`src/rtl/dac_update_ctrl.sv`:
```
module dac_update_ctrl #(
  parameter int DW     = 16,
  parameter int PU_DLY = 8
) (
  input  logic          clk,
  input  logic          clr_n,
  input  logic          cs_ld,
  input  logic          ldac_n,
  input  logic          cmd_stb,
  input  logic [3:0]    cmd,
  input  logic [15:0]   data,
  output logic [DW-1:0] dac_code,
  output logic          pwr_dn,
  output logic          ready
);

  localparam int             CW      = $clog2(PU_DLY + 1);
  localparam logic [CW-1:0]  CNT_MAX = CW'(PU_DLY);
  localparam logic [3:0]     OP_WR    = 4'b0000;
  localparam logic [3:0]     OP_UPD   = 4'b0001;
  localparam logic [3:0]     OP_WRUPD = 4'b0011;
  localparam logic [3:0]     OP_SLEEP = 4'b0100;

  logic [DW-1:0] stage_q;
  logic [DW-1:0] stage_d;
  logic          ldac_q;
  logic [CW-1:0] settle_q;

  logic is_wr, is_upd, is_sleep, held_req, req_fall, commit;

  assign is_wr    = cmd_stb & ((cmd == OP_WR) | (cmd == OP_WRUPD));
  assign is_upd   = cmd_stb & ((cmd == OP_UPD) | (cmd == OP_WRUPD));
  assign is_sleep = cmd_stb & (cmd == OP_SLEEP);
  assign held_req = cmd_stb & ~ldac_n;
  assign req_fall = ldac_q & ~ldac_n & cs_ld;
  assign commit   = is_upd | held_req | req_fall;
  assign stage_d  = is_wr ? data[15 -: DW] : stage_q;

  always_ff @(posedge clk or negedge clr_n) begin
    if (!clr_n) begin
      stage_q  <= '0;
      dac_code <= '0;
      pwr_dn   <= 1'b0;
      ldac_q   <= 1'b1;
      settle_q <= CNT_MAX;
    end else begin
      ldac_q  <= ldac_n;
      stage_q <= stage_d;
      if (commit) dac_code <= stage_d;
      if (!ldac_n || commit) pwr_dn <= 1'b0;
      else if (is_sleep)     pwr_dn <= 1'b1;
      if (pwr_dn)                   settle_q <= '0;
      else if (settle_q != CNT_MAX) settle_q <= settle_q + 1'b1;
    end
  end

  assign ready = ~pwr_dn & (settle_q == CNT_MAX);

  AST_NOP_HOLDS: assert property (@(posedge clk) disable iff (!clr_n)
    (cmd_stb && cmd == 4'hF && ldac_n) |=> ($stable(dac_code) && $stable(pwr_dn)));
  AST_UPD_WAKES: assert property (@(posedge clk) disable iff (!clr_n)
    (cmd_stb && cmd == 4'h1) |=> !pwr_dn);
  AST_SLEEP_KEEPS_CODE: assert property (@(posedge clk) disable iff (!clr_n)
    $rose(pwr_dn) |-> $stable(dac_code));
  AST_REQ_WAKES: assert property (@(posedge clk) disable iff (!clr_n)
    !ldac_n |=> !pwr_dn);
  AST_SETTLE_WAIT: assert property (@(posedge clk) disable iff (!clr_n)
    $fell(pwr_dn) |-> !ready);

endmodule

```
`config.mk`:
```
export PLATFORM = sky130hd
export DESIGN_NAME = dac_update_ctrl
export DESIGN_NICKNAME = d
export VERILOG_FILES = /design/src/rtl/dac_update_ctrl.sv
export SDC_FILE = /design/constraint.sdc
export NUM_CORES = 1
export LEC_CHECK = 0
export ABC_CLOCK_PERIOD_IN_PS = 1300
export BUFFER_PORTS_ARGS = -buffer_cell sky130_fd_sc_hd__buf_2
export CORE_MARGIN = 5
export CORE_UTILIZATION = 47
export DETAILED_ROUTE_END_ITERATION = 8
export PLACE_DENSITY = 0.75
export SYNTH_ARGS = -nofsm -noshare
export SYNTH_HDL_FRONTEND = slang
export SYNTH_SLANG_ARGS = --single-unit
```
`constraint.sdc`:
```
create_clock -name clk -period 1.3 [get_ports clk]
set_input_delay 0.13 -clock clk [delete_from_list [all_inputs] [get_ports clk]]
set_output_delay 0.13 -clock clk [all_outputs]
set_load 0.03 [all_outputs]
```
* Word-level counts from Yosys, hierarchy flattened *
Index checks and enable logic that the tools add are counted.

word-level totals
  word-level logic and storage cells = 34
  flip-flop bits (word level) = 38
  input port bits = 25

operators by class
  add/sub/neg operators = 1
  muxes and demuxes = 5
  equality and inequality tests = 5
  bitwise logic cells = 13
  reduce and logical (&&, ||, !) cells = 5

operators by type and width
  operator                                                                number
  16-bit two-way mux                                                      1
  4-bit two-way mux                                                       2
  1-bit bitwise AND                                                       7
  4-bit by 1-bit adder with 4-bit output (second input constant)          1
  4-bit by 1-bit equality test with 1-bit output (second input constant)  1
  4-bit by 2-bit equality test with 1-bit output (second input constant)  1
  4-bit by 3-bit equality test with 1-bit output (second input constant)  1
  4-bit equality test (second input constant)                             1
  4-bit zero test                                                         1
  4-bit != test (second input constant)                                   1
  1-bit OR                                                                4
  2-bit nonzero test                                                      2
  1-bit two-way mux                                                       2
  1-bit NOT                                                               2
  1-bit zero test                                                         1
  1-bit logical OR                                                        1

* Longest topological paths before layout *
Gate-level depths: netlist of the first run.

  depth in word-level cells = 7
  mapped depth = 5

* Worst setup path before layout of the first run *
OpenSTA, ideal clock, no wires.

  path type = reg-to-reg
  from = register pwr_dn
  to = register settle_q[0]
  path buffers = 0
  arrival time = 1.321 ns
  clock period less this slack = 1.439 ns
  path slack = -0.139 ns
  stages on the path, launching flop included = 4
  cell sequence = dfrtp_1 -> and4bb_1 -> nor3_1 -> a21o_1

on the way
  cells in the longest elaborated chain, start to end = 1

ends and longest elaborated chain
  item                                                     line  source
  start: declaration                                       13    output logic pwr_dn,
  start signal: assignment                                 43    pwr_dn <= 1'b0;
  start signal: assignment                                 50    if (!ldac_n || commit) pwr_dn <= 1'b0;
  start signal: assignment                                 51    else if (is_sleep) pwr_dn <= 1'b1;
  4-bit two-way mux or 2-bit nonzero test (tied branches)  --
  end signal: assignment                                   53    else if (settle_q != CNT_MAX) settle_q <= settle_q + 1'b1;
  end: declaration                                         27    logic [CW-1:0] settle_q;

Parallel ways exist; a longest one is shown, timed or not.
A chain may end at the register's enable or synchronous reset.

* Worst setup path after layout of the first run *
  from = register settle_q[0]
  to = output ready

on the way
  cells in the longest elaborated chain, start to end = 2

ends and longest elaborated chain
  item                 line  source
  4-bit equality test  57    assign ready = ~pwr_dn & (settle_q == CNT_MAX);
  1-bit bitwise AND    57
  end: declaration     14    output logic ready

Every way passes these cells.

==> impl_metrics.ini, run 1 <==
[run_status]
status = complete, but fails checks
violations = setup timing

[clock_tree]
htree_levels = 2
cts_tree = built
cts.sinks = 38
cts.clk_slew.worst_paths_ns = 0.10
cts-root-buf = clkbuf_4
clock_latency_ns = 0.34
clock_path_buffers = 2
numCtsBuffers = 5

[sta]
finalHoldViolCount = 0
slew_headroom = 0.573
rsz0062_at_grt = true
setup_violations = 1
worst-slew-pin-transition_ns = 0.640
worst_slack_ns = -0.135
fin_worst_skew_ns = 0.00554
finalMaxSlewViolations = 0
post-route-min-period_ns = 1.44
fin_crit_sh = 1.10
fin_setup_tns_ns = -0.135
fmax_mhz = 697

[place]
place_ws_ns = -0.0927
place_congestion = 0.797
dp_hpwl_um = 2990
io_buffers = 42
placed_area_mm2 = 0.00198

[power_and_ir_drop]
p_per_area_mw_per_mm2 = 1600
switching_share = 0.356
intPower_mw = 2.16
power.switching_mw = 1.19
pwr-share-clk = 0.164
power_frac_seq = 0.482
peakVddDrop_v = 0.000929
p_leak_nw = 0.989
p_comb_frac = 0.354

[grt]
grt_first_pass_wirelength_um = 7270
overflow = 0
grt_pass1_vias = 1571
groute.usage.overall = 0.185
antenna_found_initial = 0
grt_max_degree = 22

[die]
rows = 21
coreArea_mm2 = 0.00342
die_x_um = 70.0
die_h_um = 70.0
dieArea_mm2 = 0.00490
ioPinCount = 43
initial_core_util = 0.495

[final_layout]
finalInstanceArea_mm2 = 0.00209
finalNetCount = 238
drive_gt1_frac = 0.332
area_growth_syn_to_layout_pct = 23.7
num_antenna_cells = 0

[synthesis]
ys_types = 29
syn_inst = 156
synth-compound-area-share = 0.204
synthSimpleGateAreaFrac = 0.141
synthAdderAreaFrac = 0.0148
synth_xor_area_frac = 0.0296
syn_avg_cell_area_um2 = 10.8
netlist_area_mm2 = 0.00169
ys_warn_count = 0
synth-seq-area-share = 0.564
synth_top_family_by_area = compound AO/OA/AOI/OAI gates
synth_mux_area_frac = 0
ys_ff_latch = 38
synth_nets = 183

[drt]
post_drt_wl_per_cell_um = 16.6
drc = 0
ant_nets = 0
firstDrtPassIters = 4
drtIter0Drc = 66
vias_per_cell = 5.72
drt-total-wl_um = 4260
vias = 1469

[worst_setup_path]
cp_cell_sequence = inv_1, ha_1, and4bb_4, buf_6
start_kind = flip-flop
path_max_fanout = 2
critPathRequiredTime_ns = 1.17
worst-setup-path-type = reg -> out
crit_path_end_kind = output port
slowest_stage = dfrtp_1
slowest_delay_ns = 0.40
critical_path_arrival_ns = 1.31
path_delay_family = flip-flops
cp_num_buf_inv = 2

[min_path]
hp-class = in -> reg

[job]
drv_cap = 0
==> layout by cell type, fill, tap and decap left out, types with 2 or more instances in the layout <==
master,count
a211oi_1,16
a21o_1,2
a31oi_1,16
buf_2,41
buf_4,12
buf_6,2
clkbuf_1,2
clkbuf_4,5
dfrtp_1,36
dfstp_2,2
dlygate4sd3_1,2
ha_1,2
inv_1,2
nand2_1,18
nand3_1,17
o21ai_0,18
==> stage by stage <==
step / util / power, mW / hold slack, ns / instances
4_1_cts: 0.608 / 3.34 / 0.0150 / 256
6_report: 0.612 / 3.35 / 0.0296 / 257
5_1_grt: 0.612 / 3.57 / 0.0266 / 257
3_5_place_dp: 0.580 / 2.72 / 0.104 / 244
3_3_place_gp: 0.580 / 2.64 / 0.0888 / 244
2_1_floorplan: - / 2.35 / -0.166 / 156
==> Yosys cell counts <==
| cell | n | area, µm² |
|---|---|---|
| xnor2_1 | 1 | 8.76 |
| nor4b_1 | 1 | 8.76 |
| ha_1 | 2 | 25.0 |
| nand3_1 | 17 | 85.1 |
| xnor2_2 | 1 | 16.3 |
| a21oi_1 | 1 | 5.00 |
| nand2_1 | 18 | 67.6 |
| nor3_1 | 2 | 10.0 |
| nand2b_1 | 1 | 6.26 |
| nand3b_1 | 1 | 7.51 |
| and4bb_1 | 2 | 25.0 |
| a21o_1 | 2 | 15.0 |
| buf_2 | 4 | 20.0 |
| dfstp_2 | 2 | 52.6 |
| nor2_1 | 1 | 3.75 |
| buf_6 | 3 | 33.8 |
| dfrtp_1 | 36 | 901 |
| a21o_4 | 1 | 15.0 |
| xor2_1 | 1 | 8.76 |
| a31oi_1 | 16 | 100 |
| or3b_4 | 1 | 11.3 |
| buf_4 | 1 | 7.51 |
| inv_1 | 2 | 7.51 |
| nor3b_2 | 1 | 12.5 |
| xor2_2 | 1 | 16.3 |
| clkbuf_1 | 2 | 7.51 |
| a211oi_1 | 16 | 120 |
| clkinv_1 | 1 | 3.75 |
| o21ai_0 | 18 | 90.1 |
==> layout make-up <==
class	instances	area, µm²
clock buffers	7	45.0
fillers	286	1320
inverters	3	11.3
multi-input cells	105	667
flip-flops and latches	38	953
well taps	46	57.6
repair buffers	58	358
==> worst reg2reg max path: cells and delay by family (launching register included) <==
| kind | cells | cell delay [ns] |
|---|---|---|
| buf+inv | 2 | 0.19 |
| flops | 1 | 0.40 |
| simple gates | 2 | 0.28 |
| compound gates | 1 | 0.14 |
| fa+ha+maj | 1 | 0.14 |
==> cells by family (layout without fill, tap and decap cells) <==
group                    Yosys count  count (layout)
XOR/XNOR                           4               4
buffers and inverters             13              68
AO/OA/AOI/OAI                     54              54
flip-flops                        38              38
adder cells (fa/ha/maj)            2               2
AND/OR/NAND/NOR                   45              45
==> power groups by stage <==
stage	logic (mW)	registers, mW	clock network, mW
4_1_cts	1.16	1.61	0.568
5_1_grt	1.31	1.64	0.621
6_report	1.19	1.62	0.549
3_3_place_gp	1.01	1.63	0
2_1_floorplan	0.510	1.84	0
3_5_place_dp	1.06	1.66	0
==> registers in the layout (all words and copies together) (netlist names) <==
register	count
dac_code	16
stage_q	16
ldac_q	1
pwr_dn	1
settle_q	4
==> timing repair <==
item                       CTS  global route
hold endpoints to repair    16             0
resized for setup            2             2
buffers inserted             3             2
setup endpoints to repair    1             5
pin swaps                    0             0
hold buffers                 2             0
==> per-layer routing <==
| metal | vias to the layer above | wire length [µm] | global-route usage |
|---|---|---|---|
| met3 | 4 | 268 | 0.0617 |
| met1 | 723 | 1730 | 0.203 |
| met2 | 58 | 2210 | 0.326 |
| met4 | 0 | 47 | 0.0766 |
| li1 | 684 | - | - |
| met5 | - | 0 | 0 |
==> path summary, 6_finish.rpt <==
path | from | endpoint | slack, ns | cells after the start
max reg2reg | settle_q[0]$_DFFE_PN0N_ | settle_q[0]$_DFFE_PN0N_ | 0.05 | 6
min reg2reg | stage_q[11]$_DFF_PN0_ | stage_q[11]$_DFF_PN0_ | 0.54 | 2
min in group asynchronous | clr_n | settle_q[2]$_DFFE_PN0N_ | 0.26 | 2
max in group asynchronous | clr_n | dac_code[7]$_DFFE_PN0P_ | 0.58 | 3
max | settle_q[0]$_DFFE_PN0N_ | ready | -0.14 | 4
min | data[4] | stage_q[4]$_DFF_PN0_ | 0.03 | 3
No activity file was read; power rests on OpenSTA's default activity.
==> run 2, diff against run 1 <==
- CORE_ASPECT_RATIO: not set -> 1.75
- RECOVER_POWER: not set -> 25
==> run 2 against run 1 <==
Against the previous run:
- the flow still finishes with violations (setup timing)
- setup slack better by 0.065 ns
- design area grew 3.7%
- non-clock buffer count fell by 1
- sequential power about the same
==> impl_metrics.ini, run 2 (synthesis gave the netlist of run 1 again) <==
[run_status]
status = complete, but fails checks
violations = setup timing

[clock_tree]
cts.clk_slew.worst_paths_ns = 0.07
cts.sinks = 38
clock_path_buffers = 2
numCtsBuffers = 5
clock_latency_ns = 0.29
htree_levels = 2
cts_tree = built
cts-root-buf = clkbuf_8

[worst_setup_path]
r2r-end = settle_q[0]$_DFFE_PN0N_
r2r_cells = 7
worst-r2r-setup-slack_ns = -0.01
start_kind = flip-flop
critical_path.startpoint = settle_q[0]$_DFFE_PN0N_
path_max_fanout = 2
crit_path_end_kind = output port
critical_path_arrival_ns = 1.24
worst-setup-path-type = reg -> out
crit_end = ready
critPathRequiredTime_ns = 1.17
r2r_start = settle_q[0]$_DFFE_PN0N_

[drt]
vias = 1473
post_drt_wl_per_cell_um = 16.8
ant_nets = 0
firstDrtPassIters = 4
drt-total-wl_um = 4330
drtIter0Drc = 42
drc = 0
vias_per_cell = 5.73

[final_layout]
reg.largest.list = dac_code (16), stage_q (16), settle_q (4)
num_antenna_cells = 0
finalInstanceArea_mm2 = 0.00217
finalNetCount = 237
final_cell_mix = buf_2 (40), dfrtp_1 (36), nand2_1 (18), nand3_1 (17), o21ai_0 (17)
final_util = 0.610
fill_cells = 317
area_growth_syn_to_layout_pct = 28.3
drive_gt1_frac = 0.370
layout_commonest_cell = buf_2

[die]
rows = 29
die_h_um = 89.4
initial_core_util = 0.476
die_x_um = 55.4
ioPinCount = 43
coreArea_mm2 = 0.00356
dieArea_mm2 = 0.00495

[sta]
setup_violations = 2
fin_setup_tns_ns = -0.0771
fin_worst_skew_ns = 0.00533
worst_slack_ns = -0.0700
timing.hold.ws_ns = 0.0814
finalHoldViolCount = 0
fmax_mhz = 730
slew_headroom = 0.615
post-route-min-period_ns = 1.37
finalMaxSlewViolations = 0
rsz0062_at_grt = true
fin_crit_sh = 1.05
worst-slew-pin-transition_ns = 0.578

[power_and_ir_drop]
pwr-share-clk = 0.227
power.switching_mw = 1.27
intPower_mw = 2.39
p_per_area_mw_per_mm2 = 1690
finalPower_mw = 3.66
peakVddDrop_v = 0.00121
switching_share = 0.347
power_frac_seq = 0.443
p_comb_frac = 0.330
p_leak_nw = 1.01

[grt]
grt_pass1_vias = 1538
grt_max_degree = 21
grt_first_pass_wirelength_um = 7250
overflow = 0
groute.usage.overall = 0.189
antenna_found_initial = 0

[place]
placed_area_mm2 = 0.00199
place_congestion = 0.736
dp_hpwl_um = 3110
io_buffers = 42

[min_path]
hp-class = in -> reg

[job]
drv_cap = 0
## run 2: cell types whose count changed in the layout (fill, tap and decap cells not counted), moves of 3 or more
cell      previous run  this run
a211oi_1            16         9
clkbuf_8             0         6
clkbuf_4             5         0
buf_4               12         9
a211oi_2             0         7
## run 2: critical path, cell delays in order, from the launching register on
cell and delay, ns:
dfrtp_1 0.38, inv_1 0.06, ha_1 0.14, and4bb_4 0.24
buf_6 0.13
## run 2: timing repair
action	CTS	global route
hold buffers	2	0
setup endpoints to repair	1	12
endpoints found under the hold margin	17	0
gates resized for setup	2	12
setup buffers	2	1
## run 2: stage by stage
| step | cells | worst slack [ns] |
|---|---|---|
| after floorplan | 156 | -0.0104 |
| after global placement | 244 | 0.00836 |
| after detailed placement | 244 | -0.0437 |
| after CTS | 256 | -0.0761 |
| after global routing | 257 | -0.107 |
| final | 257 | -0.0700 |
## run 2: final cells by class
type	count	area, µm²	share of cell area
repair buffers	57	350	0.161
clock buffers	7	86.3	0.0398
flip-flops and latches	38	953	0.439
clock inverters	1	5.00	0.00231
well taps	46	57.6	0.0265
multi-input cells	105	702	0.324
inverters	3	15.0	0.00692
## run 2: worst min-delay path by stage
stage                     slack [ns]                       to  depth (start not counted)  startpoint
final                           0.08    stage_q[13]$_DFF_PN0_                          3    data[13]
after global routing            0.08    stage_q[13]$_DFF_PN0_                          3    data[13]
after global placement          0.09     stage_q[0]$_DFF_PN0_                          1       clr_n
after detailed placement        0.11     stage_q[2]$_DFF_PN0_                          1       clr_n
after CTS                       0.08    stage_q[13]$_DFF_PN0_                          3    data[13]
after floorplan                -0.17  dac_code[0]$_DFFE_PN0P_                          0       clr_n
## run 2: power groups by stage
| stage | Sequential, mW | Combinational [mW] | Clock [mW] |
|---|---|---|---|
| 6_report | 1.62 | 1.21 | 0.830 |
| 5_1_grt | 1.66 | 1.33 | 0.892 |
| 4_1_cts | 1.62 | 1.17 | 0.843 |
| 3_5_place_dp | 1.65 | 1.10 | 0 |
| 3_3_place_gp | 1.62 | 1.05 | 0 |
| 2_1_floorplan | 1.84 | 0.510 | 0 |
## run 2: per-layer routing
layer | up-vias | GRT usage | part of all wire
li1 | 683 | - | -
met1 | 741 | 0.212 | 0.40
met2 | 43 | 0.334 | 0.53
met3 | 6 | 0.0520 | 0.048
met4 | 0 | 0.0841 | 0.016
met5 | - | 0 | 0
